==> config.mk <==
export PLATFORM = sky130hd
export DESIGN_NAME = pipe_adc_corrector
export DESIGN_NICKNAME = d
export VERILOG_FILES = /design/src/rtl/pac_pkg.sv /design/src/rtl/pac_stage_align.sv /design/src/rtl/pac_overlap_sum.sv /design/src/rtl/pac_out_reg.sv /design/src/rtl/pipe_adc_corrector.sv
export SDC_FILE = /design/constraint.sdc
export NUM_CORES = 1
export LEC_CHECK = 0
export CELL_PAD_IN_SITES_DETAIL_PLACEMENT = 1
export CELL_PAD_IN_SITES_GLOBAL_PLACEMENT = 1
export CORE_MARGIN = 10
export CORE_UTILIZATION = 30
export DETAILED_ROUTE_END_ITERATION = 10
export DONT_BUFFER_PORTS = 1
export PLACE_DENSITY_LB_ADDON = 0.1
export SYNTH_ARGS = -nofsm -noshare
export SYNTH_HDL_FRONTEND = slang
export SYNTH_SLANG_ARGS = --single-unit
==> constraint.sdc <==
create_clock -name clk_i -period 2.56 [get_ports clk_i]
set_input_delay 0.128 -clock clk_i [delete_from_list [all_inputs] [get_ports clk_i]]
set_output_delay 0.128 -clock clk_i [all_outputs]
set_load 0.02 [all_outputs]
==> src/rtl/pac_pkg.sv <==
package pac_pkg;

   // Width of the corrected word: one overlap bit between neighbouring stages
   function automatic int out_width(input int n_stages, input int code_w);
      return (code_w - 1) * (n_stages - 1) + code_w;
   endfunction

   // Width that holds the unclamped sum without wrapping
   function automatic int sum_width(input int n_stages, input int code_w);
      return n_stages + code_w;
   endfunction

   // Shift-register depth that re-times stage idx (0-based) onto stage 0's sample
   function automatic int stage_depth(input int n_stages, input int lag_div, input int idx);
      return (n_stages - 1) / lag_div - idx / lag_div;
   endfunction

endpackage

==> src/rtl/pac_stage_align.sv <==
module pac_stage_align #(
   parameter int N_STAGES = 9,
   parameter int CODE_W   = 2,
   parameter int LAG_DIV  = 2
) (
   input  logic                         clk_i,
   input  logic                         rst_i,
   input  logic [N_STAGES*CODE_W-1:0]   codes_i,
   output logic [N_STAGES*CODE_W-1:0]   aligned_o
);

   for (genvar i = 0; i < N_STAGES; i++) begin : g_stage
      localparam int DEPTH = pac_pkg::stage_depth(N_STAGES, LAG_DIV, i);

      if (DEPTH == 0) begin : g_pass
         // latest stage: already lines up with the oldest delayed codes
         assign aligned_o[i*CODE_W +: CODE_W] = codes_i[i*CODE_W +: CODE_W];
      end else begin : g_dly
         logic [CODE_W-1:0] sr [DEPTH];

         always_ff @(posedge clk_i) begin
            if (rst_i) begin
               for (int j = 0; j < DEPTH; j++) sr[j] <= '0;
            end else begin
               sr[0] <= codes_i[i*CODE_W +: CODE_W];
               for (int j = 1; j < DEPTH; j++) sr[j] <= sr[j-1];
            end
         end

         assign aligned_o[i*CODE_W +: CODE_W] = sr[DEPTH-1];
      end
   end

endmodule

==> src/rtl/pac_overlap_sum.sv <==
module pac_overlap_sum #(
   parameter int N_STAGES = 9,
   parameter int CODE_W   = 2,
   parameter int OUT_W    = 10,
   parameter int SUM_W    = 11
) (
   input  logic                         clk_i,
   input  logic                         rst_i,
   input  logic [N_STAGES*CODE_W-1:0]   aligned_i,
   output logic [SUM_W-1:0]             raw_sum_o,
   output logic [OUT_W-1:0]             sum_q_o
);

   localparam int          STEP    = CODE_W - 1;
   localparam logic [SUM_W-1:0] MAX_S = SUM_W'((1 << OUT_W) - 1);

   logic [OUT_W-1:0] clamp_d;

   always_comb begin
      raw_sum_o = '0;
      for (int i = 0; i < N_STAGES; i++) begin
         raw_sum_o = raw_sum_o
                   + (SUM_W'(aligned_i[i*CODE_W +: CODE_W]) << (STEP * (N_STAGES - 1 - i)));
      end
   end

   always_comb begin
      if (raw_sum_o > MAX_S) clamp_d = '1;
      else                   clamp_d = raw_sum_o[OUT_W-1:0];
   end

   always_ff @(posedge clk_i) begin
      if (rst_i) sum_q_o <= '0;
      else       sum_q_o <= clamp_d;
   end

endmodule

==> src/rtl/pac_out_reg.sv <==
module pac_out_reg #(
   parameter int OUT_W = 10
) (
   input  logic             clk_i,
   input  logic             rst_i,
   input  logic             twos_i,
   input  logic [OUT_W-1:0] sum_i,
   output logic [OUT_W-1:0] data_o
);

   logic [OUT_W-1:0] stage_a;
   logic [OUT_W-1:0] fmt_mask;

   assign fmt_mask = {twos_i, {(OUT_W-1){1'b0}}};

   always_ff @(posedge clk_i) begin
      if (rst_i) begin
         stage_a <= '0;
         data_o  <= '0;
      end else begin
         stage_a <= sum_i ^ fmt_mask;
         data_o  <= stage_a;
      end
   end

endmodule

==> src/rtl/pipe_adc_corrector.sv <==
module pipe_adc_corrector #(
   parameter int N_STAGES = 9,
   parameter int CODE_W   = 2,
   parameter int LAG_DIV  = 2
) (
   input  logic                                          clk_i,
   input  logic                                          rst_i,
   input  logic [N_STAGES*CODE_W-1:0]                    stage_codes_i,
   input  logic                                          twos_comp_i,
   output logic [pac_pkg::out_width(N_STAGES,CODE_W)-1:0] data_o,
   output logic                                          valid_o
);

   localparam int OUT_W   = pac_pkg::out_width(N_STAGES, CODE_W);
   localparam int SUM_W   = pac_pkg::sum_width(N_STAGES, CODE_W);
   localparam int ALIGN_D = (N_STAGES - 1) / LAG_DIV;
   localparam int LATENCY = ALIGN_D + 3;
   localparam int CNT_W   = $clog2(LATENCY + 1);

   if (N_STAGES < 2) begin : g_chk_stages
      $error("pipe_adc_corrector: N_STAGES must be at least 2");
   end
   if (CODE_W < 2) begin : g_chk_code
      $error("pipe_adc_corrector: CODE_W must be at least 2 to carry a redundant bit");
   end
   if (LAG_DIV < 1) begin : g_chk_lag
      $error("pipe_adc_corrector: LAG_DIV must be at least 1");
   end

   logic [N_STAGES*CODE_W-1:0] aligned;
   logic [SUM_W-1:0]           raw_sum;
   logic [OUT_W-1:0]           sum_q;
   logic [CNT_W-1:0]           fill_cnt;

   pac_stage_align #(
      .N_STAGES (N_STAGES),
      .CODE_W   (CODE_W),
      .LAG_DIV  (LAG_DIV)
   ) u_align (
      .clk_i     (clk_i),
      .rst_i     (rst_i),
      .codes_i   (stage_codes_i),
      .aligned_o (aligned)
   );

   pac_overlap_sum #(
      .N_STAGES (N_STAGES),
      .CODE_W   (CODE_W),
      .OUT_W    (OUT_W),
      .SUM_W    (SUM_W)
   ) u_sum (
      .clk_i     (clk_i),
      .rst_i     (rst_i),
      .aligned_i (aligned),
      .raw_sum_o (raw_sum),
      .sum_q_o   (sum_q)
   );

   pac_out_reg #(
      .OUT_W (OUT_W)
   ) u_out (
      .clk_i  (clk_i),
      .rst_i  (rst_i),
      .twos_i (twos_comp_i),
      .sum_i  (sum_q),
      .data_o (data_o)
   );

   // fill counter: stops at the latency and marks the output as trustworthy
   always_ff @(posedge clk_i) begin
      if (rst_i)                            fill_cnt <= '0;
      else if (fill_cnt != CNT_W'(LATENCY)) fill_cnt <= fill_cnt + 1'b1;
   end

   assign valid_o = (fill_cnt == CNT_W'(LATENCY));

endmodule

==> metrics.log, run 1 <==
[metrics] Total Neg Setup Slack: 0 ns
[metrics] top_reg_cell synth: dfxtp_1
[metrics] number of buffers created by CTS: 9
[metrics] share of flip-flops with an asynchronous set or reset: 0%
[metrics] CP Data Required Time: between 2 and 3 ns
[metrics] Leak Pwr: around 0.0012 uW
[metrics] number of DRC markers in iteration 0: 48
[metrics] Sequential Area: 1461 um2
[metrics] initial core utilization: 30.99%
[metrics] Final period util: approximately four fifths
[metrics] aggregate global-route resource usage: 7.956%
[metrics] count of TritonRoute iterations in the first routing pass: 4
[metrics] maximum number of pins on one net before global-route repair: 74
[metrics] clock tree from TritonCTS: yes
[metrics] peak clock frequency supported by timing: 0.4780 GHz
[metrics] number of nets produced by synthesis: between 200 and 250
[metrics] post-synthesis average cell area: 11.52 um2
[metrics] count of flip-flops with a built-in enable after synthesis: 0
[metrics] crit path max-delay cell type: a2111oi_0
[metrics] post-CTS setup buffer count: 0
[metrics] result of the run: finished clean
[metrics] Cell Rows: 32
[metrics] Congestion Overflow GR: 0
[metrics] number of cells on the worst reg-to-reg path: 6
[metrics] maximum fanout encountered on the critical timing path: 3
[metrics] global-route wire length before repair: ~7300 um
[metrics] clock-pin slew reported for the worst setup and hold paths after clock tree synthesis: about 0.070 ns
[metrics] net switching power: around 440 uW
[metrics] internal portion of total power: approximately 1700 uW
[metrics] Worst setup EP type: register
[metrics] antenna violations before repair: 0
[metrics] setup clock skew after layout: 0.006496 ns
[metrics] Worst IR Drop VDD: between 0.0003 and 0.0004 V
[metrics] H-tree level count: 3
[metrics] Yosys warnings: 0
[metrics] die height: 109.6 um
[metrics] largest cells by area after synthesis: dfxtp_1, nor2b_1, ha_1
[metrics] DIE AREA: between 10,000 and 15,000 um2
[metrics] Root Buffer Master: clkbuf_8
[metrics] layout-stage area growth over the synthesis result: 19.70%
[metrics] number of antenna diodes: 0
[metrics] Port Buf Inserts: 0
[metrics] area occupied by multi-input gates: between 800 and 900 um2
[metrics] headroom to the max-slew limit: between 70% and 80%
[metrics] Cell variety after synth: 25
[metrics] count of clock tree sinks: 73
[metrics] post-synthesis instance area: ~2400 um2
[metrics] final routed wire length divided by cell count: 12.51 um
[metrics] shortest clock period the worst path allows after layout: roughly 2.1 ns
[metrics] WP data arrival: about 2.3 ns
[metrics] post-CTS sizing: 0
[metrics] number of placed I/O pins: 32
[metrics] part of the power in combinational logic: about 5.7%
[metrics] net switching share of the total power: 20.87%
[metrics] ratio of routed vias to standard cells: 4.281
[metrics] Worst Setup Slack post-DPL: 0.5139 ns
[metrics] largest incremental delay on the critical path: 0.47 ns
[metrics] max-slew violations: 0
[metrics] part of the power in the clock network: around 37%
[metrics] worst-margin pin slew: around 0.43 ns
[metrics] Post-DP HPWL: roughly 2800 um
[metrics] max cap viols: 0
[metrics] setup ws final: 0.4679 ns
[metrics] Max clock buf depth: 2
[metrics] final standard cell utilization of the core: between 30% and 40%
[metrics] library cell with the largest summed area after synthesis: dfxtp_1
[metrics] DRC violations left: 0
[metrics] critical-path cell list: ha_1 -> fa_1 -> a211oi_2 -> o21bai_1 -> a2111oi_0 -> a211oi_1
[metrics] power per cell area: 730.3 nW/um2
[metrics] instance count of the mapped netlist: roughly 210
[metrics] Hold Crit Depth: 3
[metrics] sum of routed wire length over all layers: roughly 4200 um
[metrics] Critical Path Source Type: register
[metrics] number of global-route vias before repair: around 1.5k
[metrics] Skew-Pair Late Insertion Delay: ~0.33 ns
[metrics] finished layout cell area: approximately 2900 um2
[metrics] area of the core region: 7767 um2
[metrics] critical path class: register to register
[metrics] Overall Power: roughly 2100 uW
[metrics] Final Hold Violating Endpoints: 0
[metrics] setup-violating endpoint count in the final report: 0
[metrics] share of total power in sequential cells: a little under three fifths
[metrics] most frequent cell after synthesis: dfxtp_1
[metrics] final RePlAce weighted congestion: just under 0.8
[metrics] final-stage net count: 263
[metrics] sequential area share after synthesis: ~60%
[metrics] width of the chip: 109.6 um
[metrics] share of the synthesized area in the top cell type: about 61%
[metrics] register bit total from synthesis: 73
[metrics] Placement Cell Area: 2505 um2
[metrics] Synth top cells by count: dfxtp_1, nor2b_1, a21oi_1
[metrics] RSZ-0062 raised after global routing: false
[metrics] share of final-layout standard cells stronger than drive strength 1: 7.296%
[metrics] total vias in the final route: roughly 1.4k
[metrics] Tightest Hold Check Type: primary input to register
[metrics] Antenna Nets Post-Route: 0
[metrics] FILL cells: 851
what timing repair did:
action                                  CTS  global route
hold buffers                             19             0
hold endpoints to repair                 73             0
endpoints found under the setup margin    0             0
path summary, 6_finish.rpt:
kind,from,to,slack (ns)
setup / recovery,u_align.g_stage[7].g_dly.sr[0][0],u_sum.sum_q_o[7],0.47
setup reg to reg,u_align.g_stage[7].g_dly.sr[0][0],u_sum.sum_q_o[7],0.47
hold / removal,stage_codes_i[17],u_sum.sum_q_o[1],0.13
hold reg to reg,u_sum.sum_q_o[0],u_out.stage_a[0],0.44
worst max-delay path: cells and delay by family, from the launching register on:
family | cells | cell delay (ns)
adder cells (fa/ha/maj) | 2 | 0.67
AO/OA/AOI/OAI | 4 | 0.99
flip-flops | 1 | 0.31
placed cells by master, fill, tap and decap left out, drive strengths merged:
cell type / n
a311oi: 3
fa: 1
o21bai: 2
o21ai: 3
and2: 2
xor2: 3
mux2i: 2
a211oi: 6
a31oi: 1
clkbuf: 13
a2111oi: 2
a21o: 6
dfxtp: 73
a21oi: 11
a211o: 1
ha: 10
dlygate4sd3: 18
xnor2: 3
nand3: 1
inv: 5
nor2: 5
nor3: 1
o211ai: 1
buf: 1
nor2b: 59
stage by stage:
step	hold slack, ns	instances
after global routing	0.1514	335
after CTS	0.1090	335
after detailed placement	0.2099	303
after floorplan	0.2562	209
final	0.1264	335
after global placement	0.2069	303
registers in the layout (all words and copies together) (netlist names):
signal,flops
u_out.data_o,10
u_sum.sum_q_o,10
u_align.g_stage.g_dly.sr,40
fill_cnt,3
u_out.stage_a,10
cell families (layout without fill, tap and decap cells):
family,after synthesis,count (layout),synth area share [%]
buffers and inverters,13,37,2.027
multiplexers,2,2,0.8316
XOR/XNOR,6,6,2.183
AO/OA/AOI/OAI,36,36,11.17
adder cells (fa/ha/maj),11,11,6.029
AND/OR/NAND/NOR,68,68,17.05
flip-flops,73,73,60.71
area by class of cell:
type	instances	area share, %
Multi-Input combinational cell	123	31.13
Tap cell	102	4.429
Timing Repair Buffer	19	7.208
Sequential cell	73	50.72
Inverter	5	0.6513
Clock buffer	13	5.862
routing by layer:
metal	vias up	share of wire [%]	global-route usage (%)	wire length, um
met2	29	46	12.01	1915
met3	10	5.4	3.394	225
met5	-	0	0	0
met4	0	3.4	6.134	144
met1	663	45	8.699	1906
li1	732	-	-	-
power groups by stage:
stage,clock [uW],sequential (uW),combinational [uW]
3_5_place_dp,0,1230,79.7
2_1_floorplan,0,1220,80.9
4_1_cts,819,1200,123
6_report,781,1200,121
5_1_grt,870,1210,139
3_3_place_gp,0,1230,77.2
Power figures use the tool's default switching activity.
==> inputs of run 2 (changes only) <==
ABC_AREA = 1   (was not set)
clock period = 2 ns   (was 2.56 ns; I/O delays follow)
==> metrics.log, run 2 <==
[metrics] critical path class: primary input to register
[metrics] shortest clock period the worst path allows after layout: approximately 1.6 ns
[metrics] instance count of the mapped netlist: 320
[metrics] Leak Pwr: 0.001519 uW
[metrics] number of buffers created by CTS: 9
[metrics] Synth top cells by count: inv_1, dfxtp_1, nor2_1
[metrics] count of flip-flops with a built-in enable after synthesis: 0
[metrics] clock-pin slew reported for the worst setup and hold paths after clock tree synthesis: around 0.08 ns
[metrics] ratio of routed vias to standard cells: between 3 and 4
[metrics] total vias in the final route: roughly 1.8k
[metrics] sequential area share after synthesis: about 57%
[metrics] DIE AREA: between 10,000 and 15,000 um2
[metrics] Congestion Overflow GR: 0
[metrics] initial core utilization: between 30% and 40%
[metrics] register bit total from synthesis: 73
[metrics] Final Hold Violating Endpoints: 0
[metrics] Cells after DPL: between 400 and 500
[metrics] Post-DP HPWL: about 3000 um
[metrics] antenna violations before repair: 0
[metrics] number of global-route vias before repair: between 1.5k and 2k
[metrics] aggregate global-route resource usage: under 10%
[metrics] finished layout cell area: roughly 3100 um2
[metrics] most frequent cell after synthesis: inv_1
[metrics] final routed wire length divided by cell count: around 10 um
[metrics] Setup crit start: stage_codes_i[17]
[metrics] width of the chip: between 100 and 150 um
[metrics] worst-margin pin slew: ~0.32 ns
[metrics] final-stage net count: between 300 and 400
[metrics] number of placed I/O pins: 32
[metrics] Antenna Nets Post-Route: 0
[metrics] number of antenna diodes: 0
[metrics] library cell with the largest summed area after synthesis: dfxtp_1
[metrics] final RePlAce weighted congestion: ~0.74
[metrics] Worst IR Drop VDD: 0.0003687 V
[metrics] WP data arrival: around 1.9 ns
[metrics] layout-stage area growth over the synthesis result: 20.78%
[metrics] Cell Rows: 33
[metrics] Yosys warnings: 0
[metrics] peak clock frequency supported by timing: just over 0.6 GHz
[metrics] Worst Hold Launch: rst_i
[metrics] post-synthesis average cell area: about 8.1 um2
[metrics] Final period util: between 80 and 90%
[metrics] CP most frequent cell: nand2_1
[metrics] count of clock tree sinks: 73
[metrics] Critical path buffers and inverters: 1
[metrics] Skew-Pair Late Insertion Delay: around 0.34 ns
[metrics] critical-path cell list: dlygate4sd3_1 -> ha_1 -> fa_1 -> nand3_1 -> nand3_1 -> nand2_1 -> nand2_1 -> nand2_1 -> nand2_1 -> a21oi_1
[metrics] commonest cells after routing, fill and taps aside: inv_1, nor2_1, dfxtp_1
[metrics] result of the run: finished clean
[metrics] global-route wire length before repair: just under 8000 um
[metrics] number of DRC markers in iteration 0: 34
[metrics] maximum fanout encountered on the critical timing path: 3
[metrics] crit path max-delay cell type: dlygate4sd3_1
[metrics] largest cells by area after synthesis: dfxtp_1, inv_1, nor2_1
[metrics] Top reg by flops: u_align.g_stage.g_dly.sr
[metrics] H-tree level count: 3
[metrics] Max clock buf depth: 2
[metrics] Finished Layout Cells: approximately 450
[metrics] Worst setup EP type: register
[metrics] largest incremental delay on the critical path: roughly 0.54 ns
[metrics] headroom to the max-slew limit: 78.47%
[metrics] clock tree from TritonCTS: yes
[metrics] setup-violating endpoint count in the final report: 0
[metrics] max cap viols: 0
[metrics] share of flip-flops with an asynchronous set or reset: 0%
[metrics] max-slew violations: 0
[metrics] CP Data Required Time: ~2.3 ns
[metrics] share of final-layout standard cells stronger than drive strength 1: around 6.9%
[metrics] Root Buffer Master: clkbuf_8
[metrics] share of the synthesized area in the top cell type: 56.59%
[metrics] die height: 112.8 um
[metrics] maximum number of pins on one net before global-route repair: 67
[metrics] Total Neg Setup Slack: 0 ns
[metrics] post-synthesis instance area: 2582 um2
[metrics] Port Buf Inserts: 0
[metrics] Placement Cell Area: around 2700 um2
[metrics] area of the core region: about 8300 um2
[metrics] Tightest Hold Check Type: primary input to register
[metrics] Critical Path Source Type: primary input
[metrics] top_reg_cell synth: dfxtp_1
[metrics] critical register-to-register path startpoint: u_align.g_stage[7].g_dly.sr[0][0]
[metrics] DRC violations left: 0
[metrics] count of TritonRoute iterations in the first routing pass: 4
[metrics] power per cell area: 946.2 nW/um2
[metrics] max FFs per register: 40
[metrics] number of nets produced by synthesis: around 350
[metrics] setup clock skew after layout: just under 0.01 ns
[metrics] RSZ-0062 raised after global routing: false
[metrics] Cell variety after synth: 22
[metrics] cell family contributing the most delay on the critical path: adder cells
[metrics] sum of routed wire length over all layers: roughly 4500 um
[metrics] most common library cell in the layout ignoring fill and taps: inv_1
## run 2: changes by cell type in the layout (fill, tap and decap cells not counted), sizes merged, moves of 5 or more
cell    previous run  this run
nor2               5        75
nand3              1         9
clkinv             0         5
a211oi             6         0
inv                5        80
nand2              0        41
nor2b             59         0
a21o               6         0
## run 2: metrics by stage
| stage | power, uW | hold WS (ns) | util [%] | worst slack [ns] |
|---|---|---|---|---|
| global placement | 1675 | 0.1783 | 32.31 | 0.4368 |
| global route | 3091 | 0.04800 | 37.58 | 0.2188 |
| finish | 2951 | 0.03015 | 37.58 | 0.3701 |
| detailed placement | 1681 | 0.1808 | 32.31 | 0.3869 |
| floorplan | 1673 | 0.2070 | - | 0.5430 |
| CTS | 3011 | 0.01262 | 37.58 | 0.3500 |
## run 2: path summary, 6_finish.rpt
path,slack (ns),end,cells after the start
hold / removal,0.03,u_sum.sum_q_o[1],3
setup / recovery,0.37,u_sum.sum_q_o[9],10
hold reg to reg,0.40,u_out.stage_a[7],2
setup reg to reg,0.40,u_sum.sum_q_o[9],9
## run 2: cells by family after synthesis
family          after synthesis  synth area share (%)
simple gates                128                 20.06
buf+inv                      89                 13.23
flops                        73                 56.59
compound gates               15                 3.149
fa+ha+maj                    11                 5.620
xor+xnor                      4                 1.357
## run 2: layout make-up
cell class / count / area [um2]
flip-flops and latches: 73 / 1461
clock inverters: 5 / 78.83
fillers: 1019 / 5180
well taps: 105 / 131.4
multi-input cells: 158 / 779.5
clock buffers: 11 / 141.4
inverters: 82 / 309.0
repair buffers: 20 / 217.7
## run 2: timing repair
action,4_1_cts,5_1_grt
buffers inserted,0,0
endpoints found under the hold margin,68,0
setup endpoints to repair,0,0
resized for setup,0,0
hold buffers,20,0
## run 2: worst register-to-register path, cell delays in order (launching register included)
cell,delay [ns]
dfxtp_1,0.30
ha_1,0.21
fa_1,0.43
nand3_1,0.11
nand3_1,0.11
nand2_1,0.11
nand2_1,0.05
nand2_1,0.06
nand2_1,0.04
a21oi_1,0.10
## run 2: metal layers
layer	part of all wire, %	wire, um	up-vias	track usage [%]
met2	48	2158	29	12.83
met5	0	0	-	0
met1	45	2052	802	7.852
met4	2.1	97	0	5.076
met3	5.1	231	8	2.853
li1	-	-	962	-
## run 2: power by group
group / switching (uW) / internal (uW) / total (uW) / leakage, uW
clock network: 519 / 735 / 1250 / 0.000113
logic: 84.1 / 73.6 / 158 / 0.000807
registers: 24.9 / 1510 / 1540 / 0.000599
total: 628 / 2320 / 2950 / 0.00152
==> inputs of run 3 (changes only) <==
clock period = 1.39 ns   (was 2 ns; I/O delays follow)
==> metrics.log, run 3 (synthesis gave the netlist of run 2 again) <==
[metrics] Placement Cell Area: approximately 2800 um2
[metrics] total vias in the final route: 1,944
[metrics] clock-pin slew reported for the worst setup and hold paths after clock tree synthesis: about 0.07 ns
[metrics] setup clock skew after layout: approximately 0.0098 ns
[metrics] worst-margin pin slew: between 0.2 and 0.25 ns
[metrics] power per cell area: 1103 nW/um2
[metrics] commonest cells after routing, fill and taps aside: inv_1, nor2_1, dfxtp_1
[metrics] max FFs per register: 40
[metrics] part of the power in combinational logic: a little under 8%
[metrics] Worst setup EP type: register
[metrics] number of antenna diodes: 0
[metrics] CP most frequent cell: nand2_1
[metrics] final RePlAce weighted congestion: approximately 0.75
[metrics] RSZ-0062 raised after global routing: true
[metrics] Port Buf Inserts: 0
[metrics] top layer in use: met4
[metrics] Final Hold Violating Endpoints: 0
[metrics] net switching share of the total power: 22.67%
[metrics] count of clock tree sinks: 73
[metrics] Post-DP HPWL: roughly 3200 um
[metrics] critical path class: register to register
[metrics] FILL cells: roughly 990
[metrics] Critical path buffers and inverters: 0
[metrics] number of placed I/O pins: 32
[metrics] Worst Setup Slack post-DPL: -0.1487 ns
[metrics] die height: about 110 um
[metrics] setup ws final: -0.07756 ns
[metrics] number of buffers created by CTS: 9
[metrics] headroom to the max-slew limit: 84.48%
[metrics] Final period util: 105.6%
[metrics] area of the core region: a little over 8000 um2
[metrics] Tightest Hold Check Type: primary input to register
[metrics] shortest clock period the worst path allows after layout: roughly 1.5 ns
[metrics] Top reg by flops: u_align.g_stage.g_dly.sr
[metrics] share of total power in sequential cells: 56.7%
[metrics] cell family contributing the most delay on the critical path: adder cells
[metrics] sum of routed wire length over all layers: ~5000 um
[metrics] Critical Path Source Type: register
[metrics] CP Data Required Time: 1.65 ns
[metrics] Routed met3 length: 208 um
[metrics] finished layout cell area: around 3600 um2
[metrics] number of DRC markers in iteration 0: 14
[metrics] failing checks: setup timing
[metrics] largest incremental delay on the critical path: about 0.36 ns
[metrics] critical-path cell list: ha_2 -> fa_2 -> nand3_2 -> nand3_4 -> nand2_2 -> nand2_1 -> nand2_1 -> nand2_1 -> a21oi_1
[metrics] Overall Power: ~3900 uW
[metrics] DRC violations left: 0
[metrics] WP data arrival: ~1.7 ns
[metrics] Leak Pwr: ~0.0017 uW
[metrics] net switching power: between 800 and 900 uW
[metrics] most common library cell in the layout ignoring fill and taps: inv_1
[metrics] final-stage net count: 407
[metrics] antenna violations before repair: 0
[metrics] worst setup slack for register-to-register paths: -0.08 ns
[metrics] global-route wire length before repair: approximately 9000 um
[metrics] DIE AREA: 12,720 um2
[metrics] maximum number of pins on one net before global-route repair: 40
[metrics] internal portion of total power: between 3000 and 4000 uW
[metrics] crit path max-delay cell type: fa_2
[metrics] max-slew violations: 0
[metrics] ratio of routed vias to standard cells: between 4 and 5
[metrics] Max clock buf depth: 2
[metrics] Cell Rows: 33
[metrics] Antenna Nets Post-Route: 0
[metrics] final standard cell utilization of the core: 42.85%
[metrics] Met1 Routed Length: 2114 um
[metrics] max cap viols: 0
[metrics] maximum fanout encountered on the critical timing path: 3
[metrics] count of TritonRoute iterations in the first routing pass: 4
[metrics] peak clock frequency supported by timing: 0.6814 GHz
[metrics] Worst IR Drop VDD: 0.0004773 V
[metrics] initial core utilization: between 30 and 40%
[metrics] number of global-route vias before repair: roughly 2.0k
[metrics] width of the chip: about 110 um
[metrics] final routed wire length divided by cell count: around 10 um
[metrics] aggregate global-route resource usage: under 10%
[metrics] share of final-layout standard cells stronger than drive strength 1: ~22%
[metrics] clock tree from TritonCTS: yes
[metrics] metal2 WL: approximately 2600 um
[metrics] setup-violating endpoint count in the final report: 2
[metrics] Skew-Pair Late Insertion Delay: around 0.33 ns
[metrics] result of the run: complete, but fails checks
[metrics] layout-stage area growth over the synthesis result: 37.69%
[metrics] Congestion Overflow GR: 0
[metrics] Total Neg Setup Slack: -0.1084 ns
[metrics] Root Buffer Master: clkbuf_8
[metrics] part of the power in the clock network: 35.6%
[metrics] H-tree level count: 3
-- run 3: layout make-up --
type                            instances  area (um2)  area share (%)
Multi-Input combinational cell        158       991.0           27.87
Clock buffer                           12       145.1           4.082
Timing Repair Buffer                   51       490.5           13.79
Clock inverter                          3       17.52          0.4926
Tap cell                              105       131.4           3.695
Inverter                               82       309.0           8.691
Sequential cell                        73        1471           41.38
-- run 3: metal layers --
layer,track usage (%),vias up
met3,2.747,8
met1,8.752,885
met4,3.807,0
met2,14.63,28
met5,0,-
li1,-,1023
-- run 3: repair_timing --
item	CTS	global route
endpoints found under the hold margin	70	0
hold buffers	36	0
gates resized for setup	25	29
setup buffers	3	0
pin swaps	11	6
setup endpoints to repair	10	10
-- run 3: path summary, 6_finish.rpt --
| kind | startpoint | to | depth (start not counted) |
|---|---|---|---|
| worst max-delay path | u_align.g_stage[7].g_dly.sr[0][0] | u_sum.sum_q_o[9] | 9 |
| worst min-delay path | stage_codes_i[17] | u_sum.sum_q_o[1] | 3 |
| worst max register to register | u_align.g_stage[7].g_dly.sr[0][0] | u_sum.sum_q_o[9] | 9 |
| worst min register to register | u_out.stage_a[2] | u_out.data_o[2] | 2 |
-- run 3: worst min-delay path, stage by stage --
cell and delay (ns):
ha_2 0.15, o21ai_2 0.05, inv_1 0.04
-- run 3: power by group through the flow --
| stage | clock network [uW] | logic, uW | registers [uW] |
|---|---|---|---|
| floorplan | 0 | 150 | 2260 |
| global placement | 0 | 174 | 2260 |
| detailed placement | 0 | 178 | 2270 |
| CTS | 1460 | 286 | 2220 |
| global route | 1560 | 350 | 2230 |
| finish | 1400 | 303 | 2220 |
-- run 3: stage by stage --
step | cells | hold WS (ns)
2_1_floorplan | 320 | 0.1765
3_3_place_gp | 430 | 0.1485
3_5_place_dp | 430 | 0.1510
4_1_cts | 484 | -0.006208
5_1_grt | 484 | 0.01278
6_report | 484 | 0.009949
